`src/rtl/sif_pkg.sv`:
```
package sif_pkg;
  localparam int unsigned NFLAG    = 5;
  localparam int unsigned FL_FULL  = 0;
  localparam int unsigned FL_RDY   = 1;
  localparam int unsigned FL_ERR   = 2;
  localparam int unsigned FL_BRK   = 3;
  localparam int unsigned FL_OVR   = 4;

  localparam int unsigned ADR_STAT = 0;
  localparam int unsigned ADR_CTRL = 1;
  localparam int unsigned ADR_TXD  = 2;

  localparam int unsigned CB_RXIE  = 0;
  localparam int unsigned CB_ERRIE = 1;
  localparam int unsigned CB_TXEN  = 2;
  localparam int unsigned CTRL_W   = 3;

  typedef struct packed {
    logic tx_en;
    logic err_ie;
    logic rx_ie;
  } ctrl_t;
endpackage

```
`src/rtl/sif_flag_cell.sv`:
```
module sif_flag_cell (
  input  logic clk,
  input  logic rst_n,
  input  logic set_evt,
  input  logic rd_stb,
  input  logic wr_stb,
  input  logic wr_bit,
  output logic flag
);
  logic mark;

  // A set event has priority over any software clear.
  always_ff @(posedge clk) begin
    if (!rst_n) begin
      flag <= 1'b0;
    end else if (set_evt) begin
      flag <= 1'b1;
    end else if (wr_stb && !wr_bit && mark) begin
      flag <= 1'b0;
    end
  end

  // The mark records that software has seen this flag as one.
  always_ff @(posedge clk) begin
    if (!rst_n) begin
      mark <= 1'b0;
    end else if (wr_stb) begin
      mark <= 1'b0;
    end else if (rd_stb && flag) begin
      mark <= 1'b1;
    end
  end
endmodule

```
`src/rtl/sif_flag_bank.sv`:
```
module sif_flag_bank #(
  parameter int unsigned NF = 5
) (
  input  logic          clk,
  input  logic          rst_n,
  input  logic [NF-1:0] set_evt,
  input  logic          rd_stb,
  input  logic          wr_stb,
  input  logic [NF-1:0] wr_bits,
  output logic [NF-1:0] flags
);
  for (genvar i = 0; i < NF; i++) begin : g_cell
    sif_flag_cell u_cell (
      .clk     (clk),
      .rst_n   (rst_n),
      .set_evt (set_evt[i]),
      .rd_stb  (rd_stb),
      .wr_stb  (wr_stb),
      .wr_bit  (wr_bits[i]),
      .flag    (flags[i])
    );
  end
endmodule

```
`src/rtl/sif_ctrl_reg.sv`:
```
module sif_ctrl_reg
  import sif_pkg::*;
#(
  parameter int unsigned DW = 8
) (
  input  logic          clk,
  input  logic          rst_n,
  input  logic          wr_ctrl,
  input  logic          wr_txd,
  input  logic [DW-1:0] wdata,
  output ctrl_t         ctrl,
  output logic          tx_start,
  output logic [DW-1:0] tx_byte
);
  always_ff @(posedge clk) begin
    if (!rst_n) begin
      ctrl <= '0;
    end else if (wr_ctrl) begin
      ctrl.rx_ie  <= wdata[CB_RXIE];
      ctrl.err_ie <= wdata[CB_ERRIE];
      ctrl.tx_en  <= wdata[CB_TXEN];
    end
  end

  always_ff @(posedge clk) begin
    if (!rst_n) begin
      tx_start <= 1'b0;
      tx_byte  <= '0;
    end else begin
      tx_start <= wr_txd && ctrl.tx_en;
      if (wr_txd && ctrl.tx_en) tx_byte <= wdata;
    end
  end
endmodule

```
`src/rtl/sif_irq_gen.sv`:
```
module sif_irq_gen
  import sif_pkg::*;
(
  input  logic             clk,
  input  logic             rst_n,
  input  logic [NFLAG-1:0] flags,
  input  ctrl_t            ctrl,
  output logic             irq_rx,
  output logic             irq_err,
  output logic             irq_brk
);
  logic err_path_en;
  assign err_path_en = ctrl.rx_ie | ctrl.err_ie;

  always_ff @(posedge clk) begin
    if (!rst_n) begin
      irq_rx  <= 1'b0;
      irq_err <= 1'b0;
      irq_brk <= 1'b0;
    end else begin
      irq_rx  <= ctrl.rx_ie && (flags[FL_FULL] || flags[FL_RDY]);
      irq_err <= err_path_en && flags[FL_ERR];
      irq_brk <= err_path_en && (flags[FL_BRK] || flags[FL_OVR]);
    end
  end
endmodule

```
`src/rtl/sif_irq_ctrl.sv`:
```
module sif_irq_ctrl
  import sif_pkg::*;
#(
  parameter int unsigned DATA_W = 8,
  parameter int unsigned ADDR_W = 2
) (
  input  logic              clk,
  input  logic              rst_n,
  input  logic [NFLAG-1:0]  rx_evt,
  input  logic [ADDR_W-1:0] cpu_addr,
  input  logic              cpu_we,
  input  logic              cpu_re,
  input  logic [DATA_W-1:0] cpu_wdata,
  output logic [DATA_W-1:0] cpu_rdata,
  output logic              tx_start,
  output logic [DATA_W-1:0] tx_byte,
  output logic              irq_rx,
  output logic              irq_err,
  output logic              irq_brk
);
  localparam int unsigned PAD_F = DATA_W - NFLAG;
  localparam int unsigned PAD_C = DATA_W - CTRL_W;

  logic [NFLAG-1:0] flags;
  ctrl_t            ctrl_q;
  logic             sel_stat, sel_ctrl, sel_txd;
  logic             rd_stat, wr_stat;

  assign sel_stat = (cpu_addr == ADDR_W'(ADR_STAT));
  assign sel_ctrl = (cpu_addr == ADDR_W'(ADR_CTRL));
  assign sel_txd  = (cpu_addr == ADDR_W'(ADR_TXD));
  assign rd_stat  = cpu_re && !cpu_we && sel_stat;
  assign wr_stat  = cpu_we && sel_stat;

  sif_flag_bank #(.NF(NFLAG)) u_flags (
    .clk     (clk),
    .rst_n   (rst_n),
    .set_evt (rx_evt),
    .rd_stb  (rd_stat),
    .wr_stb  (wr_stat),
    .wr_bits (cpu_wdata[NFLAG-1:0]),
    .flags   (flags)
  );

  sif_ctrl_reg #(.DW(DATA_W)) u_ctrl (
    .clk      (clk),
    .rst_n    (rst_n),
    .wr_ctrl  (cpu_we && sel_ctrl),
    .wr_txd   (cpu_we && sel_txd),
    .wdata    (cpu_wdata),
    .ctrl     (ctrl_q),
    .tx_start (tx_start),
    .tx_byte  (tx_byte)
  );

  sif_irq_gen u_irq (
    .clk     (clk),
    .rst_n   (rst_n),
    .flags   (flags),
    .ctrl    (ctrl_q),
    .irq_rx  (irq_rx),
    .irq_err (irq_err),
    .irq_brk (irq_brk)
  );

  always_comb begin
    cpu_rdata = '0;
    if (sel_stat)      cpu_rdata = {{PAD_F{1'b0}}, flags};
    else if (sel_ctrl) cpu_rdata = {{PAD_C{1'b0}}, ctrl_q};
  end
endmodule

```
`config.mk`:
```
export PLATFORM = sky130hd
export DESIGN_NAME = sif_irq_ctrl
export DESIGN_NICKNAME = d
export VERILOG_FILES = /design/src/rtl/sif_pkg.sv /design/src/rtl/sif_flag_cell.sv /design/src/rtl/sif_flag_bank.sv /design/src/rtl/sif_ctrl_reg.sv /design/src/rtl/sif_irq_gen.sv /design/src/rtl/sif_irq_ctrl.sv
export SDC_FILE = /design/constraint.sdc
export NUM_CORES = 1
export LEC_CHECK = 0
export ABC_AREA = 0
export BUFFER_PORTS_ARGS = -buffer_cell sky130_fd_sc_hd__buf_2
export CAP_MARGIN = 20
export CORE_MARGIN = 8
export CORE_UTILIZATION = 45
export CTS_BUF_LIST = sky130_fd_sc_hd__clkbuf_2
export DETAILED_ROUTE_END_ITERATION = 10
export GPL_TIMING_DRIVEN = 0
export PLACE_DENSITY = 0.77
export SKIP_LAST_GASP = 1
export SLEW_MARGIN = 20
export SYNTH_ARGS = -nofsm -noshare
export SYNTH_HDL_FRONTEND = slang
export SYNTH_SLANG_ARGS = --single-unit
```
`constraint.sdc`:
```
create_clock -name clk -period 1.15 [get_ports clk]
set_clock_uncertainty 0.05 [all_clocks]
set_input_delay 0.1725 -clock clk [delete_from_list [all_inputs] [get_ports clk]]
set_output_delay 0.1725 -clock clk [all_outputs]
set_load 0.01 [all_outputs]
```
# [Yosys cells after proc, flatten, opt, wreduce, memory -nomap -nowiden]
# Index checks and enable logic that the tools add are counted.
[classes] n_eq_ne=2 mux=12 bitwise=2 reduce_logical=39
[op_table] cell="$logic_and 1x1->1" count=24
[op_table] cell="$mux 1" count=10
[op_table] cell="$reduce_bool 2->1" count=5
[op_table] cell="$logic_not 1->1" count=6
[op_table] cell="$mux 5" count=1
[op_table] cell="$mux 3" count=1
[op_table] cell="$eq 2x1->1 const B" count=1
[op_table] cell="$eq 2x2->1 const B" count=1
[op_table] cell="$logic_not 2->1" count=1
[op_table] cell="$logic_or 1x1->1" count=2
[op_table] cell="$reduce_or 2->1" count=1
[op_table] cell="$not 1->1" count=1
[op_table] cell="$or 1x1->1" count=1
[word_totals] reg_bits=25 inputBits=19 output_inout_bits=20 wordCells=73

# [Logic depth before layout (Yosys ltp)]
# Gate-level depths: netlist of run 1.
[depth] word_depth=6 mapped_depth=4

# [By module]
# From an unflattened synthesis of run 1, not the netlist that was laid out.
[hier_totals] hier_cells=109 area_unflattened_um2=1088.5
[by_module_without_submodules] mod="sif_ctrl_reg" n_inst=1 cells_each=49 area_each_um2=491.7
[by_module_without_submodules] mod="sif_flag_cell" n_inst=5 cells_each=7 area_each_um2=73.8
[by_module_without_submodules] mod="sif_irq_ctrl" n_inst=1 cells_each=19 area_each_um2=136.4
[by_module_without_submodules] mod="sif_irq_gen" n_inst=1 cells_each=6 area_each_um2=91.3

# [Worst setup path before layout of run 1]
# No wires, ideal clock.
[synth_path] path_kind="input -> register" start="in cpu_addr[1]" end="reg u_flags.g_cell[0].u_cell.mark" arrival_time_ps=1067 t_required_ps=1021 slack_ps=-46 cell_stages=3 path_buffers=1 path_cell_list="buf_2 or4b_4 a211oi_2"
[synth_between] elab_chain_cells=3
[synth_rtl] element="from (decl)" line="sif_irq_ctrl.sv:10" rtl="input logic [ADDR_W-1:0] cpu_addr,"
[synth_rtl] element="$logic_not 2->1 (*)" line="sif_irq_ctrl.sv:29" rtl="assign sel_stat = (cpu_addr == ADDR_W'(ADR_STAT));"
[synth_rtl] element="$logic_and 1x1->1, on equally long branches" line="sif_irq_ctrl.sv:33, sif_irq_ctrl.sv:32"
[synth_rtl] element="$reduce_or 2->1 (no line) or $logic_and 1x1->1 (tied branches)"
[synth_rtl] element="to (signal assigned)" line="sif_flag_cell.sv:26" rtl="mark <= 1'b0;"
[synth_rtl] element="to (signal assigned)" line="sif_flag_cell.sv:28" rtl="mark <= 1'b0;"
[synth_rtl] element="to (signal assigned)" line="sif_flag_cell.sv:30" rtl="mark <= 1'b1;"
[synth_rtl] element="to (decl)" line="sif_flag_cell.sv:10" rtl="logic mark;"
# Every way passes the cells marked *; elsewhere a longest branch is shown, timed or not.
# A chain may end at the register's enable or synchronous reset.

# [Worst setup path after layout of run 1]
[layout_path] start="reg, netlist name u_ctrl.ctrl[2]" end="out cpu_rdata[2]"
[layout_between] elab_chain_cells=2
[layout_rtl] element="$mux 3" line="sif_irq_ctrl.sv:69" rtl="else if (sel_ctrl) cpu_rdata = {{PAD_C{1'b0}}, ctrl_q};"
[layout_rtl] element="$mux 5" line="sif_irq_ctrl.sv:68" rtl="if (sel_stat) cpu_rdata = {{PAD_F{1'b0}}, flags};"
[layout_rtl] element="to (decl)" line="sif_irq_ctrl.sv:14" rtl="output logic [DATA_W-1:0] cpu_rdata,"
# No other way between the ends.

==> qor.yml, run 1 <==
cp-start-kind: "flop"
fillerInstances: 190
clk_pin_slew_ns: 0.23
powerDensity_nw_per_um2: 996
period_minus_slack_ns: 1.27
worst_slack_ns: -0.119
r2r-end: "u_ctrl.tx_byte[4]$_SDFFE_PN0P_"
fin_cells: 197
cts_buffers: 3
core-area_sq_um: 2230
crit_required_ns: 0.93
wl_per_cell_um: 15.2
cts_sinks: 25
drt-vias-per-instance: 5.12
layout_commonest_cell: "buf_2"
die_w_um: 64.9
maxCapViolations: 0
final_cell_mix: "buf_2, nand2_1, dfxtp_2, mux2i_1, buf_4"
yosys_register_bits: 25
fp.dieH_um: 64.9
port_buffers: 33
p_total_mw: 1.47
syn_to_final_growth_pct: 37.7
dp_hpwl_mm: 1.99
arrival_ns: 1.05
synth_area_per_cell_sq_um: 9.35
r2r_start: "u_ctrl.ctrl[2]$_SDFFE_PN0P_"
violations: "setup timing"
rsz0062_at_grt: "true"
grt_pass1_vias: 1099
min-delay-start: "cpu_wdata[0]"
switching_share: 0.258
final_layout_size_suffix_gt1_frac: 0.462
htreeDepth: 1
worstSetupEndpointType: "output port"
power_frac_seq: 0.613
dieArea_sq_um: 4210
start_util: 0.481
dr.pass1.iters: 4
holdPathStages: 3
vias: 1008
grt_max_degree: 14
hold_viol_final: 0
grt_pass1_wl_mm: 4.73
p_int_mw: 1.09
worstMarginPinSlew_ns: 0.557
whs_endpoint: "u_ctrl.tx_byte[0]$_SDFFE_PN0P_"
power_leakage_nw: 0.666
gr-total-overflow: 0
n_antenna_cell: 0
hp-class: "in -> reg"
io_pins: 39
period_share: 1.10
root_buffer: "clkbuf_2"
clkPwrFrac: 0.237
path_class: "reg -> out"
max-slew-margin-rel: 0.628
ys_seq_area_frac: 0.466
rows: 17
netlist_area_sq_um: 1070
gp_congestion: 0.781
cts_tree: "done"
drc: 0
reg2reg_depth: 3
synth_cells: 115
drt_iter0_drc: 34
grt_antenna_before_repair: 0
detail-route-antenna-nets: 0
switching_power_mw: 0.380
comb_power_share: 0.150
nets: 189
critPathMaxFanout: 3
drv_slew: 0
placed_cells: 178
clk_path_buf_depth: 2
fmax_mhz: 788
insertion_delay_ns: 0.34
grt_usage: 0.142
max-vdd-ir-drop_uv: 685
r2r_slack_ns: 0.02
yosysUniqueCellTypes: 19
ys_warn_count: 0
setup_viol: 5
status: "finished, violations left"
drt-total-wl_mm: 2.99
-- cell type report --
type / count / area, sq um / share of cell area
multi-input cells: 77 / 518 / 0.350
plain buffers: 9 / 71.3 / 0.0482
flip-flops and latches: 25 / 520 / 0.352
clock buffers: 4 / 20.0 / 0.0135
repair buffers: 48 / 293 / 0.198
well taps: 28 / 35.0 / 0.0237
inverters: 6 / 22.5 / 0.0152
-- power groups by stage --
stage / clock network (mW) / registers (mW) / logic (mW)
after floorplan: 0 / 0.919 / 0.105
after global placement: 0 / 0.922 / 0.163
after detailed placement: 0 / 0.924 / 0.168
after CTS: 0.360 / 0.904 / 0.213
after global routing: 0.409 / 0.907 / 0.239
final: 0.350 / 0.904 / 0.221
-- sequential cells by signal, summed over array words and instances (netlist names) --
register / cells
u_ctrl.tx_start: 1
u_flags.g_cell.u_cell.mark: 5
u_ctrl.ctrl: 3
u_irq.irq_brk: 1
u_irq.irq_err: 1
u_flags.g_cell.u_cell.flag: 5
u_ctrl.tx_byte: 8
u_irq.irq_rx: 1
-- through the flow --
stage | util | hold WS [ns] | setup TNS, ns | cell area [sq um] | setup WS, ns
6_report | 0.663 | 0.0429 | -0.527 | 1480 | -0.119
4_1_cts | 0.644 | 0.0245 | -0.582 | 1440 | -0.141
3_5_place_dp | 0.579 | 0.380 | -0.378 | 1290 | -0.0789
5_1_grt | 0.663 | 0.0126 | -0.967 | 1480 | -0.213
3_3_place_gp | 0.579 | 0.370 | -0.325 | 1290 | -0.0678
2_1_floorplan | - | 0.265 | -0.0760 | 1090 | -0.0152
-- Yosys cell counts (all sizes together) --
cell type  count  area, sq um
dfxtp         25          500
nand2         19         71.3
mux2i         14          140
o21ai         11         55.1
nor2           8         30.0
nor3b          8         71.3
buf            6         43.8
inv            6         22.5
a211oi         5         62.6
a21oi          5         25.0
clkbuf         3         11.3
and2           1         6.26
and4b          1         10.0
conb           1         3.75
nand3b         1         7.51
or4b           1         13.8
-- critical path, stage by stage (launching register included) --
cell	delay [ns]
dfxtp_2	0.38
mux2i_1	0.14
nor2_1	0.05
buf_2	0.13
-- what timing repair did --
action                                 CTS  global route
hold buffers                             5             1
gates cloned                             0             1
endpoints found under the hold margin    5             1
setup endpoints to repair               13            16
pin swaps                                0             1
buffers inserted                         7             1
resized for setup                       11            11
-- worst max path at each step --
stage                                start                                         end  cells past startpoint
2_1_floorplan                  cpu_addr[1]  u_flags.g_cell[0].u_cell.mark$_SDFFE_PP0P_                      3
3_3_place_gp                   cpu_addr[1]  u_flags.g_cell[1].u_cell.mark$_SDFFE_PP0P_                      3
3_5_place_dp                   cpu_addr[1]  u_flags.g_cell[4].u_cell.mark$_SDFFE_PP0P_                      3
4_1_cts        u_ctrl.ctrl[2]$_SDFFE_PN0P_                                cpu_rdata[2]                      3
5_1_grt        u_ctrl.ctrl[2]$_SDFFE_PN0P_                                cpu_rdata[2]                      3
6_report       u_ctrl.ctrl[2]$_SDFFE_PN0P_                                cpu_rdata[2]                      3
-- routing by layer --
| metal | GRT usage | up-vias | routed length [um] |
|---|---|---|---|
| met5 | 0 | - | 0 |
| met4 | 0.0872 | 0 | 57 |
| met3 | 0.0498 | 6 | 221 |
| met2 | 0.252 | 40 | 1540 |
| met1 | 0.140 | 475 | 1170 |
| li1 | - | 487 | - |
-- cell families (layout without fill, tap and decap cells) --
group                  count (synthesis)  after routing  synth area share
AOI/OAI and AO/OA                     21             21             0.133
buffers and inverters                 15             67            0.0722
DFF                                   25             25             0.466
muxes                                 14             14             0.130
other                                  1              3           0.00349
and+or+nand+nor                       39             39             0.196
No activity file was read; power rests on OpenSTA's default activity.
==> run 2, diff against run 1 <==
--- a/config.mk
+++ b/config.mk
@@ -13,9 +13,10 @@
 export CTS_BUF_LIST = sky130_fd_sc_hd__clkbuf_2
 export DETAILED_ROUTE_END_ITERATION = 10
 export GPL_TIMING_DRIVEN = 0
-export PLACE_DENSITY = 0.77
+export PLACE_DENSITY = 0.76
 export SKIP_LAST_GASP = 1
 export SLEW_MARGIN = 20
 export SYNTH_ARGS = -nofsm -noshare
 export SYNTH_HDL_FRONTEND = slang
+export SYNTH_HIERARCHICAL = 1
 export SYNTH_SLANG_ARGS = --single-unit
==> run 2 against run 1 <==
  * The flow still finishes with violations (setup timing)
  * Die area rose by 0.97%
  * Core utilization fell by 7.4 points
  * Cell area fell by 5.1%
  * Non-clock buffer count fell by 6
  * Clock power fell by 7.1%
  * Total power fell by 3.4%
  * Clock-buffer cell count did not move
  * Highest routed layer unchanged
==> qor.yml, run 2 <==
hp-class: "in -> reg"  # unchanged
pre_cts_slack_ns: -0.239  # was -0.0789 ns
layout_commonest_cell: "buf_2"  # unchanged
power_leakage_nw: 0.680  # was 0.666 nW
final_layout_size_suffix_gt1_frac: 0.484  # was 0.462
max-slew-margin-rel: 0.608  # was 0.628
grt_usage: 0.132  # was 0.142
port_buffers: 34  # was 33
synth-edff-count: 0  # unchanged
yosysUniqueCellTypes: 24  # was 19
clk_path_buf_depth: 2  # unchanged
synthSimpleGateAreaFrac: 0.278  # was 0.196
r2r_slack_ns: 0.01  # was 0.02 ns
violations: "setup timing"  # unchanged
final_area_sq_um: 1410  # was 1480 sq um
regMostFlops: "u_ctrl/tx_byte"  # was u_ctrl.tx_byte
drt-vias-per-instance: 5.20  # was 5.12
cts_buffers: 3  # unchanged
status: "finished, violations left"  # unchanged
final_cell_mix: "buf_2, dfxtp_1, buf_4, nor2_1, nand2_1"  # was buf_2, nand2_1, dfxtp_2, mux2i_1, buf_4
synth_cells: 109  # was 115
ys_async_sr_fraction: 0  # unchanged
synth_top_cell_area_share: 0.460  # was 0.466
synth_compound_area_frac: 0.139  # was 0.133
fillerInstances: 223  # was 190
fp.dieH_um: 65.2  # was 64.9 um
powerDensity_nw_per_um2: 1010  # was 996 nW/um^2
dr.pass1.iters: 4  # unchanged
synth_common_cells: "dfxtp_1, nand2_1, nor2_1"  # was dfxtp_1, nand2_1, mux2i_1
synth_area_leaders: "dfxtp_1, o21ai_2, and4bb_1"  # was dfxtp_1, mux2i_1, nand2_1
period_minus_slack_ns: 1.25  # was 1.27 ns
synth_area_per_cell_sq_um: 9.99  # was 9.35 sq um
post-route-util: 0.589  # was 0.663
worstSetupEndpointType: "output port"  # unchanged
die_w_um: 65.2  # was 64.9 um
syn_to_final_growth_pct: 29.1  # was 37.7%
cts_tree: "done"  # unchanged
clk_pin_slew_ns: 0.21  # was 0.23 ns
worstMarginPinSlew_ns: 0.587  # was 0.557 ns
ys_seq_area_frac: 0.460  # was 0.466
rows: 18  # was 17
largest_reg_flops: 8  # unchanged
root_buffer: "clkbuf_2"  # unchanged
gr-total-overflow: 0  # unchanged
synth_top_family_by_area: "simple AND/OR/NAND/NOR gates"  # unchanged
grt_pass1_wl_mm: 4.60  # was 4.73 mm
detail-route-antenna-nets: 0  # unchanged
period_share: 1.09  # was 1.10
htreeDepth: 1  # unchanged
cp-start-kind: "flop"  # unchanged
fmax_mhz: 800  # was 788 MHz
multi_input_area_sq_um: 528  # was 518 sq um
path_class: "reg -> out"  # unchanged
grt_antenna_before_repair: 0  # unchanged
vias: 972  # was 1008
drc: 0  # unchanged
crit_required_ns: 0.93  # about the same
maxCapViolations: 0  # unchanged
rsz0062_at_grt: "true"  # unchanged
wl_per_cell_um: 14.6  # was 15.2 um
postCtsHoldBufs: 0  # was 5
regArea_sq_um: 513  # was 520 sq um
dieArea_sq_um: 4250  # was 4210 sq um
p_total_mw: 1.42  # was 1.47 mW
grt_max_degree: 16  # was 14
worst_slack_ns: -0.100  # was -0.119 ns
gp_congestion: 0.749  # was 0.781
placed_cell_area_sq_um: 1300  # was 1290 sq um
yosysTopAreaCell: "dfxtp_1"  # unchanged
hold_viol_final: 0  # unchanged
drt-total-wl_mm: 2.73  # was 2.99 mm
io_pins: 39  # unchanged
reg_top3: "u_ctrl/tx_byte (8), u_flags/g_cell.u_cell/flag (5), u_flags/g_cell.u_cell/mark (5)"  # was u_ctrl.tx_byte (8), u_flags.g_cell.u_cell.flag (5), u_flags.g_cell.u_cell.mark (5)
dp_hpwl_mm: 2.00  # was 1.99 mm
grt_pass1_vias: 1043  # was 1099
drv_slew: 0  # unchanged
insertion_delay_ns: 0.32  # was 0.34 ns
synthAdderAreaFrac: 0  # unchanged
netlist_area_sq_um: 1090  # was 1070 sq um
synth_top_flop_cell: "dfxtp_1"  # unchanged
n_antenna_cell: 0  # unchanged
reg2reg_depth: 5  # was 3
drt_iter0_drc: 44  # was 34
holdPathStages: 3  # unchanged
critPathMaxFanout: 2  # was 3
synth-xor-area-share: 0  # unchanged
nets: 177  # was 189
setup_viol: 4  # was 5
synth_most_common_cell: "dfxtp_1"  # unchanged
yosys_register_bits: 25  # unchanged
synth_mux_area_frac: 0.0552  # was 0.130
start_util: 0.456  # was 0.481
arrival_ns: 1.03  # was 1.05 ns
core-area_sq_um: 2390  # was 2230 sq um
ys_warn_count: 6  # was 0
cts_sinks: 25  # unchanged
max-vdd-ir-drop_uv: 532  # was 685 uV
-- run 2: power by group --
| part | switching, mW | internal [mW] |
|---|---|---|
| clock | 0.233 | 0.0920 |
| combinational | 0.0994 | 0.0958 |
| sequential | 0.0123 | 0.892 |
-- run 2: stage by stage --
step	hold slack (ns)	instances	TNS [ns]
floorplan	0.256	111	0
global placement	0.369	175	-1.64
detailed placement	0.384	175	-2.22
CTS	0.00966	186	-0.425
global route	0.0214	187	-0.965
finish	0.0396	187	-0.297
-- run 2: path summary, 6_finish.rpt --
path	end	startpoint
worst max register to register	u_ctrl/tx_byte[2]$_SDFFE_PN0P_	u_ctrl/ctrl[2]$_SDFFE_PN0P_
worst max-delay path	cpu_rdata[2]	u_ctrl/ctrl[2]$_SDFFE_PN0P_
worst min-delay path	u_ctrl/tx_byte[6]$_SDFFE_PN0P_	cpu_wdata[6]
worst min register to register	u_ctrl/tx_byte[4]$_SDFFE_PN0P_	u_ctrl/tx_byte[4]$_SDFFE_PN0P_
-- run 2: timing repair --
item                                    CTS  global route
pin swaps                                 0             1
resized for setup                         8             3
buffers inserted                          7             1
endpoints found under the setup margin    5             5
-- run 2: metal layers --
| metal | part of all wire | track usage |
|---|---|---|
| met5 | 0 | 0 |
| met4 | 0.027 | 0.0545 |
| met3 | 0.087 | 0.0459 |
| met2 | 0.45 | 0.209 |
| met1 | 0.44 | 0.159 |
-- run 2: kinds of logic (layout without fill, tap and decap cells) --
group / count (synthesis) / count (layout)
flip-flops: 25 / 25
AO/OA/AOI/OAI: 21 / 21
AND/OR/NAND/NOR: 47 / 47
multiplexers: 6 / 6
buffers and inverters: 9 / 55
other: 1 / 3
-- run 2: area by class of cell --
| cell class | count | share of cell area |
|---|---|---|
| flip-flops and latches | 25 | 0.365 |
| plain buffers | 9 | 0.0499 |
| well taps | 30 | 0.0267 |
| repair buffers | 42 | 0.168 |
| clock buffers | 4 | 0.0142 |
| multi-input cells | 77 | 0.376 |
-- run 2: worst max-delay path, cell delays in order, from the launching register on --
cell and delay, ns:
dfxtp_2 0.37, mux2i_1 0.13, nor2_1 0.07, buf_2 0.14
==> run 3, diff against run 2 <==
--- a/config.mk
+++ b/config.mk
@@ -5,7 +5,7 @@
 export SDC_FILE = /design/constraint.sdc
 export NUM_CORES = 1
 export LEC_CHECK = 0
-export ABC_AREA = 0
+export ABC_AREA = 1
 export BUFFER_PORTS_ARGS = -buffer_cell sky130_fd_sc_hd__buf_2
 export CAP_MARGIN = 20
 export CORE_MARGIN = 8
==> run 3 against run 2 <==
  * The run still ends with setup timing left
  * Largest power group unchanged
  * Core utilization rose by 2.8 points
  * First-iteration DRC count rose by 36%
  * Sequential share of layout area fell by 1.8 points
  * Largest cell class is now flip-flops and latches
  * Combinational power rose by 17%
  * Global-route usage fell by 0.18 points
  * Setup slack improved by 0.031 ns
  * Highest routed layer unchanged
  * Register-to-register slack improved by 0.06 ns
  * Clock-buffer cell count did not move
  * Sequential power rose by 2%
  * Non-clock buffer count rose by 1
==> qor.yml, run 3 <==
synth_common_cells: "nand2_1, inv_1, nor2_1"  # was dfxtp_1, nand2_1, nor2_1
fmax_mhz: 820  # was 800 MHz
start_util: 0.456  # unchanged
synth_area_per_cell_sq_um: 6.98  # was 9.99 sq um
grt_pass1_vias: 1055  # was 1043
drv_slew: 0  # unchanged
r2r-end: "u_ctrl/tx_byte[5]$_SDFFE_PN0P_"  # was u_ctrl/tx_byte[2]$_SDFFE_PN0P_
power_leakage_nw: 0.813  # was 0.680 nW
path_class: "reg -> out"  # unchanged
grt_pass1_wl_mm: 4.46  # was 4.60 mm
worstSetupEndpointType: "output port"  # unchanged
grt_antenna_before_repair: 0  # unchanged
yosysTopAreaCell: "dfxtp_1"  # unchanged
grt_usage: 0.130  # was 0.132
setup_viol: 5  # was 4
switching_power_mw: 0.388  # was 0.345 mW
synth_top_flop_cell: "dfxtp_1"  # unchanged
violations: "setup timing"  # unchanged
clk_path_buf_depth: 2  # unchanged
synth_cells: 156  # was 109
status: "finished, violations left"  # unchanged
drt-vias-per-instance: 4.56  # was 5.20
power_frac_seq: 0.619  # was 0.635
fin_cells: 239  # was 187
synth-edff-count: 0  # unchanged
core-area_sq_um: 2390  # unchanged
placed_cells: 223  # was 175
worst_slack_ns: -0.0693  # was -0.100 ns
gp_congestion: 0.871  # was 0.749
r2r_slack_ns: 0.07  # was 0.01 ns
grt_max_degree: 14  # was 16
fillerInstances: 223  # unchanged
critPathMaxFanout: 3  # was 2
root_buffer: "clkbuf_2"  # unchanged
die_w_um: 65.2  # unchanged
syn_to_final_growth_pct: 35.3  # was 29.1%
fp.dieH_um: 65.2  # unchanged
pre_cts_slack_ns: -0.133  # was -0.239 ns
clk_pin_slew_ns: 0.22  # was 0.21 ns
cts_sinks: 25  # unchanged
critPathLaunch: "u_ctrl/ctrl[0]$_SDFFE_PN0P_"  # was u_ctrl/ctrl[2]$_SDFFE_PN0P_
arrival_ns: 1.00  # was 1.03 ns
whs_ns: 0.00876  # was 0.0396 ns
dr.pass1.iters: 4  # unchanged
period_minus_slack_ns: 1.22  # was 1.25 ns
switching_share: 0.261  # was 0.242
insertion_delay_ns: 0.34  # was 0.32 ns
largest_reg_flops: 8  # unchanged
reg2reg_depth: 5  # unchanged
max-vdd-ir-drop_uv: 757  # was 532 uV
crit_required_ns: 0.93  # about the same
hold_viol_final: 0  # unchanged
n_antenna_cell: 0  # unchanged
nets: 229  # was 177
synth_most_common_cell: "nand2_1"  # was dfxtp_1
yosys_register_bits: 25  # unchanged
netlist_area_sq_um: 1090  # unchanged
dieArea_sq_um: 4250  # unchanged
vias: 1091  # was 972
clkPwrFrac: 0.228  # about the same
post-route-util: 0.617  # was 0.589
rsz0062_at_grt: "true"  # unchanged
drt_iter0_drc: 60  # was 44
comb_power_share: 0.154  # was 0.137
powerDensity_nw_per_um2: 1010  # about the same
placed_cell_area_sq_um: 1310  # was 1300 sq um
period_share: 1.06  # was 1.09
port_buffers: 35  # was 34
htreeDepth: 1  # unchanged
detail-route-antenna-nets: 0  # unchanged
p_int_mw: 1.10  # was 1.08 mW
synth_area_leaders: "dfxtp_1, nand2_1, inv_1"  # was dfxtp_1, o21ai_2, and4bb_1
final_layout_size_suffix_gt1_frac: 0.368  # was 0.484
ys_warn_count: 6  # unchanged
cts_buffers: 3  # unchanged
drt-total-wl_mm: 2.75  # was 2.73 mm
gr-total-overflow: 0  # unchanged
cts_tree: "done"  # unchanged
reg_top3: "u_ctrl/tx_byte (8), u_flags/g_cell.u_cell/flag (5), u_flags/g_cell.u_cell/mark (5)"  # unchanged
r2r_start: "u_ctrl/ctrl[2]$_SDFFE_PN0P_"  # unchanged
synth_top_cell_area_share: 0.460  # unchanged
endpoint: "cpu_rdata[0]"  # was cpu_rdata[2]
rows: 18  # unchanged
yosysUniqueCellTypes: 17  # was 24
setup-tns-final_ns: -0.231  # was -0.297 ns
p_total_mw: 1.48  # was 1.42 mW
regMostFlops: "u_ctrl/tx_byte"  # unchanged
dp_hpwl_mm: 1.95  # was 2.00 mm
layout_commonest_cell: "buf_2"  # unchanged
cp-start-kind: "flop"  # unchanged
hp-class: "in -> reg"  # unchanged
maxCapViolations: 0  # unchanged
final_cell_mix: "buf_2, nand2_1, inv_1, nor2_1, dfxtp_1"  # was buf_2, dfxtp_1, buf_4, nor2_1, nand2_1
final_area_sq_um: 1470  # was 1410 sq um
wl_per_cell_um: 11.5  # was 14.6 um
ys_seq_area_frac: 0.460  # unchanged
drc: 0  # unchanged
io_pins: 39  # unchanged
ys_async_sr_fraction: 0  # unchanged
-- run 3: kinds of logic (layout without fill, tap and decap cells) --
| logic type | count (synthesis) | after routing | synth area share |
|---|---|---|---|
| flops | 25 | 25 | 0.460 |
| compound gates | 15 | 15 | 0.0862 |
| other cells | 1 | 3 | 0.00344 |
| simple gates | 79 | 79 | 0.308 |
| buf+inv | 36 | 87 | 0.143 |
-- run 3: area by class of cell --
type	count	area, sq um	share of cell area
plain buffers	5	38.8	0.0263
multi-input cells	97	460	0.313
well taps	30	37.5	0.0255
flip-flops and latches	25	510	0.347
inverters	31	116	0.0790
repair buffers	47	289	0.196
clock buffers	4	20.0	0.0136
-- run 3: worst min path at each step --
stage,startpoint,endpoint,cells past startpoint
final,cpu_wdata[7],u_ctrl/tx_byte[7]$_SDFFE_PN0P_,3
after global routing,cpu_wdata[7],u_ctrl/tx_byte[7]$_SDFFE_PN0P_,3
after CTS,cpu_wdata[7],u_ctrl/tx_byte[7]$_SDFFE_PN0P_,3
after detailed placement,cpu_wdata[5],u_ctrl/tx_byte[5]$_SDFFE_PN0P_,3
after global placement,cpu_wdata[6],u_ctrl/tx_byte[6]$_SDFFE_PN0P_,3
after floorplan,cpu_wdata[0],u_ctrl/ctrl[0]$_SDFFE_PN0P_,2
-- run 3: what timing repair did --
action                                  CTS  global route
gates cloned                              0             0
buffers inserted                          5             0
endpoints found under the setup margin    5             5
hold buffers                              7             0
pin swaps                                 5             3
resized for setup                        10             6
endpoints found under the hold margin     7             0
-- run 3: layer usage --
metal | share of wire | GRT usage
met5 | 0 | 0
met4 | 0.013 | 0.0545
met3 | 0.089 | 0.0408
met2 | 0.48 | 0.223
met1 | 0.41 | 0.146
-- run 3: power groups by stage --
stage | clock, mW | combinational (mW) | sequential [mW]
3_5_place_dp | 0 | 0.180 | 0.934
3_3_place_gp | 0 | 0.176 | 0.932
2_1_floorplan | 0 | 0.103 | 0.932
4_1_cts | 0.344 | 0.220 | 0.917
5_1_grt | 0.376 | 0.253 | 0.922
6_report | 0.338 | 0.228 | 0.918
-- run 3: critical path, stage by stage (launching register included) --
cell and delay (ns):
dfxtp_2 0.40, nand3_2 0.06, nand2_1 0.07, buf_2 0.13
